[config.mk]
export PLATFORM = sky130hd
export DESIGN_NAME = rwb_top
export DESIGN_NICKNAME = d
export VERILOG_FILES = /design/src/rtl/rwb_pkg.sv /design/src/rtl/rwb_ctrl.sv /design/src/rtl/rwb_bits.sv /design/src/rtl/rwb_top.sv
export SDC_FILE = /design/constraint.sdc
export NUM_CORES = 1
export LEC_CHECK = 0
export BUFFER_PORTS_ARGS = -buffer_cell sky130_fd_sc_hd__buf_4
export CORE_ASPECT_RATIO = 1.2
export CORE_UTILIZATION = 58
export DETAILED_ROUTE_END_ITERATION = 10
export GPL_TIMING_DRIVEN = 0
export PLACE_DENSITY = 0.76
export SYNTH_ARGS = -nofsm -noshare
export SYNTH_HDL_FRONTEND = slang
export SYNTH_SLANG_ARGS = --single-unit
[constraint.sdc]
create_clock -name clk -period 5.4 [get_ports clk]
set_input_delay 0.81 -clock clk [delete_from_list [all_inputs] [get_ports clk]]
set_output_delay 0.81 -clock clk [all_outputs]
set_load 0.05 [all_outputs]
[src/rtl/rwb_pkg.sv]
package rwb_pkg;

  // Strobes from control to the bit array, already qualified by range.
  typedef struct packed {
    logic recHit;
    logic compHit;
  } wakeStrb_t;

endpackage

[src/rtl/rwb_ctrl.sv]
module rwb_ctrl
  import rwb_pkg::*;
#(
  parameter int NUM_REGS = 192,
  parameter int TAG_W    = 8
) (
  input  logic             clk,
  input  logic             rstN,
  input  logic             recValid,
  input  logic [TAG_W-1:0] recTag,
  input  logic             compValid,
  input  logic [TAG_W-1:0] compTag,
  output wakeStrb_t        strb,
  output logic             wakeValid,
  output logic [TAG_W-1:0] wakeTag
);

  localparam logic [TAG_W:0] LIMIT = (TAG_W+1)'(NUM_REGS);

  logic recInRange, compInRange;

  always_comb begin
    recInRange   = {1'b0, recTag}  < LIMIT;
    compInRange  = {1'b0, compTag} < LIMIT;
    strb.recHit  = recValid  && recInRange;
    strb.compHit = compValid && compInRange;
  end

  // Wakeup broadcast: registered, one cycle per completion.
  always_ff @(posedge clk) begin
    if (!rstN) begin
      wakeValid <= 1'b0;
      wakeTag   <= '0;
    end else begin
      wakeValid <= strb.compHit;
      wakeTag   <= strb.compHit ? compTag : wakeTag;
    end
  end

  p_wake_pulse_r7: assert property (@(posedge clk) disable iff (!rstN)
    strb.compHit |=> (wakeValid && wakeTag == $past(compTag)));

  p_no_stray_wake_r8: assert property (@(posedge clk) disable iff (!rstN)
    !strb.compHit |=> !wakeValid);

  p_wake_in_range_r8: assert property (@(posedge clk) disable iff (!rstN)
    wakeValid |-> ({1'b0, wakeTag} < LIMIT));

endmodule

[src/rtl/rwb_bits.sv]
module rwb_bits
  import rwb_pkg::*;
#(
  parameter int NUM_REGS = 192,
  parameter int TAG_W    = 8,
  parameter int NUM_SRC  = 2
) (
  input  logic                     clk,
  input  logic                     rstN,
  input  wakeStrb_t                strb,
  input  logic [TAG_W-1:0]         recTag,
  input  logic [TAG_W-1:0]         compTag,
  input  logic [NUM_SRC*TAG_W-1:0] qryTag,
  output logic [NUM_SRC-1:0]       qryReady
);

  localparam logic [TAG_W:0] LIMIT = (TAG_W+1)'(NUM_REGS);

  logic [NUM_REGS-1:0] rdy;

  for (genvar i = 0; i < NUM_REGS; i++) begin : g_bit
    logic recSel, compSel;
    assign recSel  = strb.recHit  && (recTag  == TAG_W'(i));
    assign compSel = strb.compHit && (compTag == TAG_W'(i));
    always_ff @(posedge clk) begin
      if (!rstN)        rdy[i] <= 1'b1;
      else if (recSel)  rdy[i] <= 1'b0;   // record takes precedence
      else if (compSel) rdy[i] <= 1'b1;
    end
  end

  for (genvar j = 0; j < NUM_SRC; j++) begin : g_qry
    logic [TAG_W-1:0] tag;
    logic             inRange;
    assign tag     = qryTag[j*TAG_W +: TAG_W];
    assign inRange = {1'b0, tag} < LIMIT;
    always_comb begin
      qryReady[j] = 1'b0;
      if (inRange)
        qryReady[j] = rdy[tag] || (strb.compHit && compTag == tag);
    end
  end

  p_record_clears_r3: assert property (@(posedge clk) disable iff (!rstN)
    strb.recHit |=> !rdy[$past(recTag)]);

  p_complete_sets_r4: assert property (@(posedge clk) disable iff (!rstN)
    (strb.compHit && !(strb.recHit && recTag == compTag)) |=> rdy[$past(compTag)]);

  p_record_wins_r5: assert property (@(posedge clk) disable iff (!rstN)
    (strb.recHit && strb.compHit && recTag == compTag) |=> !rdy[$past(compTag)]);

  p_quiet_stable_r4: assert property (@(posedge clk) disable iff (!rstN)
    (!strb.recHit && !strb.compHit) |=> $stable(rdy));

endmodule

[src/rtl/rwb_top.sv]
module rwb_top
  import rwb_pkg::*;
#(
  parameter int INT_REGS = 96,
  parameter int FP_REGS  = 96,
  parameter int NUM_SRC  = 2,
  localparam int NUM_REGS = INT_REGS + FP_REGS,
  localparam int TAG_W    = $clog2(NUM_REGS)
) (
  input  logic                     clk,
  input  logic                     rstN,
  input  logic                     recValid,
  input  logic [TAG_W-1:0]         recTag,
  input  logic                     compValid,
  input  logic [TAG_W-1:0]         compTag,
  input  logic [NUM_SRC*TAG_W-1:0] qryTag,
  output logic [NUM_SRC-1:0]       qryReady,
  output logic                     wakeValid,
  output logic [TAG_W-1:0]         wakeTag
);

  wakeStrb_t strb;

  rwb_ctrl #(.NUM_REGS(NUM_REGS), .TAG_W(TAG_W)) u_ctrl (
    .clk(clk), .rstN(rstN),
    .recValid(recValid), .recTag(recTag),
    .compValid(compValid), .compTag(compTag),
    .strb(strb), .wakeValid(wakeValid), .wakeTag(wakeTag)
  );

  rwb_bits #(.NUM_REGS(NUM_REGS), .TAG_W(TAG_W), .NUM_SRC(NUM_SRC)) u_bits (
    .clk(clk), .rstN(rstN), .strb(strb),
    .recTag(recTag), .compTag(compTag),
    .qryTag(qryTag), .qryReady(qryReady)
  );

endmodule

==> flow_summary.json <==
{
  "r2r_cells": 2,
  "synth_nets": 1368,
  "min_path_type": "reg2reg",
  "drtPass1Iterations": 6,
  "areaGrowthSynthToFinish_pct": 12.5,
  "start_util_pct": 58.9,
  "cap_violations": 2,
  "drt-initial-drc-count": 2316,
  "rrSetupSlack_ps": 4610,
  "fp.dieW_um": 130,
  "clk_pin_slew_worst_paths_ps": 70,
  "grt_overflow": 0,
  "root_buffer": "clkbuf_16",
  "drive_gt1_share_pct": 13.5,
  "nets": 1427,
  "ys_ff_latch": 201,
  "worst_setup_path_start_kind": "input port",
  "max_freq_mhz": 206,
  "avgViaCountPerCell": 7.45,
  "portBuffers": 31,
  "hold_viol_final": 0,
  "path_class": "in2out",
  "vias": 12400,
  "max_stage_delay_ps": 530,
  "status": "finished with violations",
  "rsz0062_at_grt": "no",
  "period_needed_ps": 4860,
  "async_reset_ff_share_pct": 0,
  "worst_pin_slew_ps": 1590,
  "skew_ps": 0,
  "worst-path-max-fanout": 11,
  "finalCritPeriodShare_pct": 89.9,
  "ir_drop_mv": 0.276,
  "critPathRequiredTime_ps": 4590,
  "violations": "capacitance limit, slew limit",
  "drv_slew": 16,
  "end_kind": "output port",
  "arrival_ps": 4050,
  "drcViolationCount": 0,
  "holdPathStages": 2,
  "routed_wl_um": 56000,
  "post_cts_resized": 0,
  "synth.distinct_cells": 63,
  "dpl.hpwl_um": 38900,
  "netlist_area_um2": 11500,
  "grt_use_total_pct": 56.0,
  "slowest_stage": "a2111oi_1",
  "wl_per_cell_um": 33.6,
  "grt_start_max_net_pins": 14,
  "critPathTopFamily": "buffers and inverters",
  "dp_slack_ps": 934,
  "finalSetupTns_ps": 0,
  "path_depth": 10,
  "cts_tree": "done",
  "finalSetupViolCount": 0,
  "postCtsSetupBuffers": 0,
  "synth_edf_count": 0,
  "synth_flop_cell": "dfxtp_1",
  "p_per_area_nw_per_um2": 284,
  "cts_buffers": 23,
  "grt_pass1_wl_um": 79200,
  "grt_pass1_vias": 11700,
  "avgSynthCellArea_um2": 8.61,
  "slew_headroom_pct": -7.10,
  "fp.dieH_um": 156,
  "htree_levels": 1,
  "cp_cell_sequence": "buf_4 > buf_4 > buf_4 > buf_2 > mux4_2 > a22oi_1 > a21oi_1 > nor4_1 > a2111oi_1 > buf_4",
  "netlist_instances": 1332,
  "path_buf_inv": 5,
  "timing.critical_path.mode_cell": "buf_4",
  "die_area_um2": 20300,
  "core_area_um2": 19500,
  "cts.sinks": 201,
  "cts_buffer_depth": 3,
  "ys_seq_area_share_pct": 35.1,
  "ant_nets": 0,
  "worst_slack_ps": 543,
  "place.gp.congestion": 1.10,
  "io_pins": 47,
  "rows": 56,
  "yosys_warnings": 0,
  "insertion_delay_ps": 530,
  "p_leak_nw": 4.40,
  "antenna_found_initial": 4,
  "holdBufCountCts": 0
}
-- placed cells by master, fill, tap and decap left out, drive strengths merged, types with 3 or more instances in the layout --
master   count
a31oi        7
a22oi       12
clkbuf     114
buf         64
a311oi       3
a21oi      200
a2111oi      3
nor4         7
nor3        20
o211ai       3
bufinv       3
nand2       56
nor2b       15
a221o        5
a221oi      10
mux2i       40
clkinv       3
o22ai        6
mux4        77
dfxtp      201
a21boi       9
inv         11
and2        11
nand4       11
o21ai      202
nor2       223
xor2         4
mux2        11
xnor2       12
diode        3
nand2b       9
nand3       31
-- per-layer routing --
layer / global-route usage, % / share of wire [%] / vias to the layer above
met1: 64.1 / 33 / 5779
met3: 23.7 / 15 / 413
met4: 50.1 / 11 / 2
li1: - / - / 5014
met5: 0 / 0.043 / -
met2: 78.9 / 41 / 1235
-- stage by stage --
stage          cells  hold slack (ps)  utilization (%)  instance area (µm²)  power, W
2_1_floorplan   1332              453                -                11500   0.00177
3_3_place_gp    1624              455             61.8                12000   0.00195
3_5_place_dp    1627              467             62.0                12100   0.00195
4_1_cts         1667              477             66.1                12900   0.00358
5_1_grt         1667              494             66.2                12900   0.00368
6_report        1670              479             66.2                12900   0.00366
-- path summary, 6_finish.rpt --
check,endpoint,from
worst min-delay path,u_ctrl.wakeTag[3],u_ctrl.wakeTag[3]
worst max register to register,u_bits.rdy[70],u_bits.rdy[70]
worst max-delay path,qryReady[0],qryTag[1]
worst min register to register,u_ctrl.wakeTag[3],u_ctrl.wakeTag[3]
-- report_power, final --
group / internal [W] / total [W] / switching [W]
Combinational: 0.000123 / 0.000461 / 0.000338
Sequential: 0.00149 / 0.00149 / 0.00000444
Clock: 0.00100 / 0.00171 / 0.000702
-- registers in the layout, indices dropped and copies added (netlist names) --
register	cells
u_bits.rdy	192
u_ctrl.wakeTag	8
u_ctrl.wakeValid	1
-- cells in the mapped netlist, types with 3 or more instances --
cell / number / share of area (%)
a221oi_1: 9 / 0.69
nor2_1: 223 / 7.3
clkbuf_1: 76 / 2.5
buf_4: 5 / 0.33
nand2_1: 56 / 1.8
nand3_1: 31 / 1.4
a21boi_0: 7 / 0.46
nand4_1: 11 / 0.60
o22ai_1: 6 / 0.33
nor3_1: 19 / 0.83
mux4_1: 18 / 4.1
dfxtp_1: 201 / 35
buf_6: 7 / 0.69
o21ai_1: 12 / 0.52
mux4_2: 59 / 12
xor2_1: 4 / 0.31
and2_0: 6 / 0.33
o21ai_0: 190 / 8.3
a31oi_1: 7 / 0.38
buf_2: 12 / 0.52
xnor2_1: 11 / 0.84
nor2b_1: 15 / 0.82
a21oi_1: 200 / 8.7
a22oi_1: 12 / 0.79
mux2i_1: 40 / 3.5
mux2_2: 11 / 1.1
nand2b_1: 9 / 0.49
nor4_1: 7 / 0.38
and2_1: 5 / 0.27
buf_12: 3 / 0.52
a221o_1: 5 / 0.44
o211ai_1: 3 / 0.20
clkbuf_8: 6 / 0.72
inv_1: 10 / 0.33
-- logic make-up after synthesis --
family | share of synthesized area [%]
mux | 20.3
xor+xnor | 1.29
flops | 35.1
simple gates | 14.9
buf+inv | 5.79
compound gates | 22.7
-- worst register-to-register path: cells and delay by family (launching register included) --
family         cells  cell delay, ps
flip-flops         1             320
AO/OA/AOI/OAI      2             280
-- cell type report --
class                   instances  area (µm²)
repair buffers                 34         263
clock buffers                  32         669
well taps                     261         327
diodes                          3        7.51
flip-flops and latches        201        4020
inverters                      10        37.5
fillers                      1687        6580
clock inverters                 8         121
multi-input cells            1009        6830
plain buffers                 112         627
(Power assumes the default switching activity.)
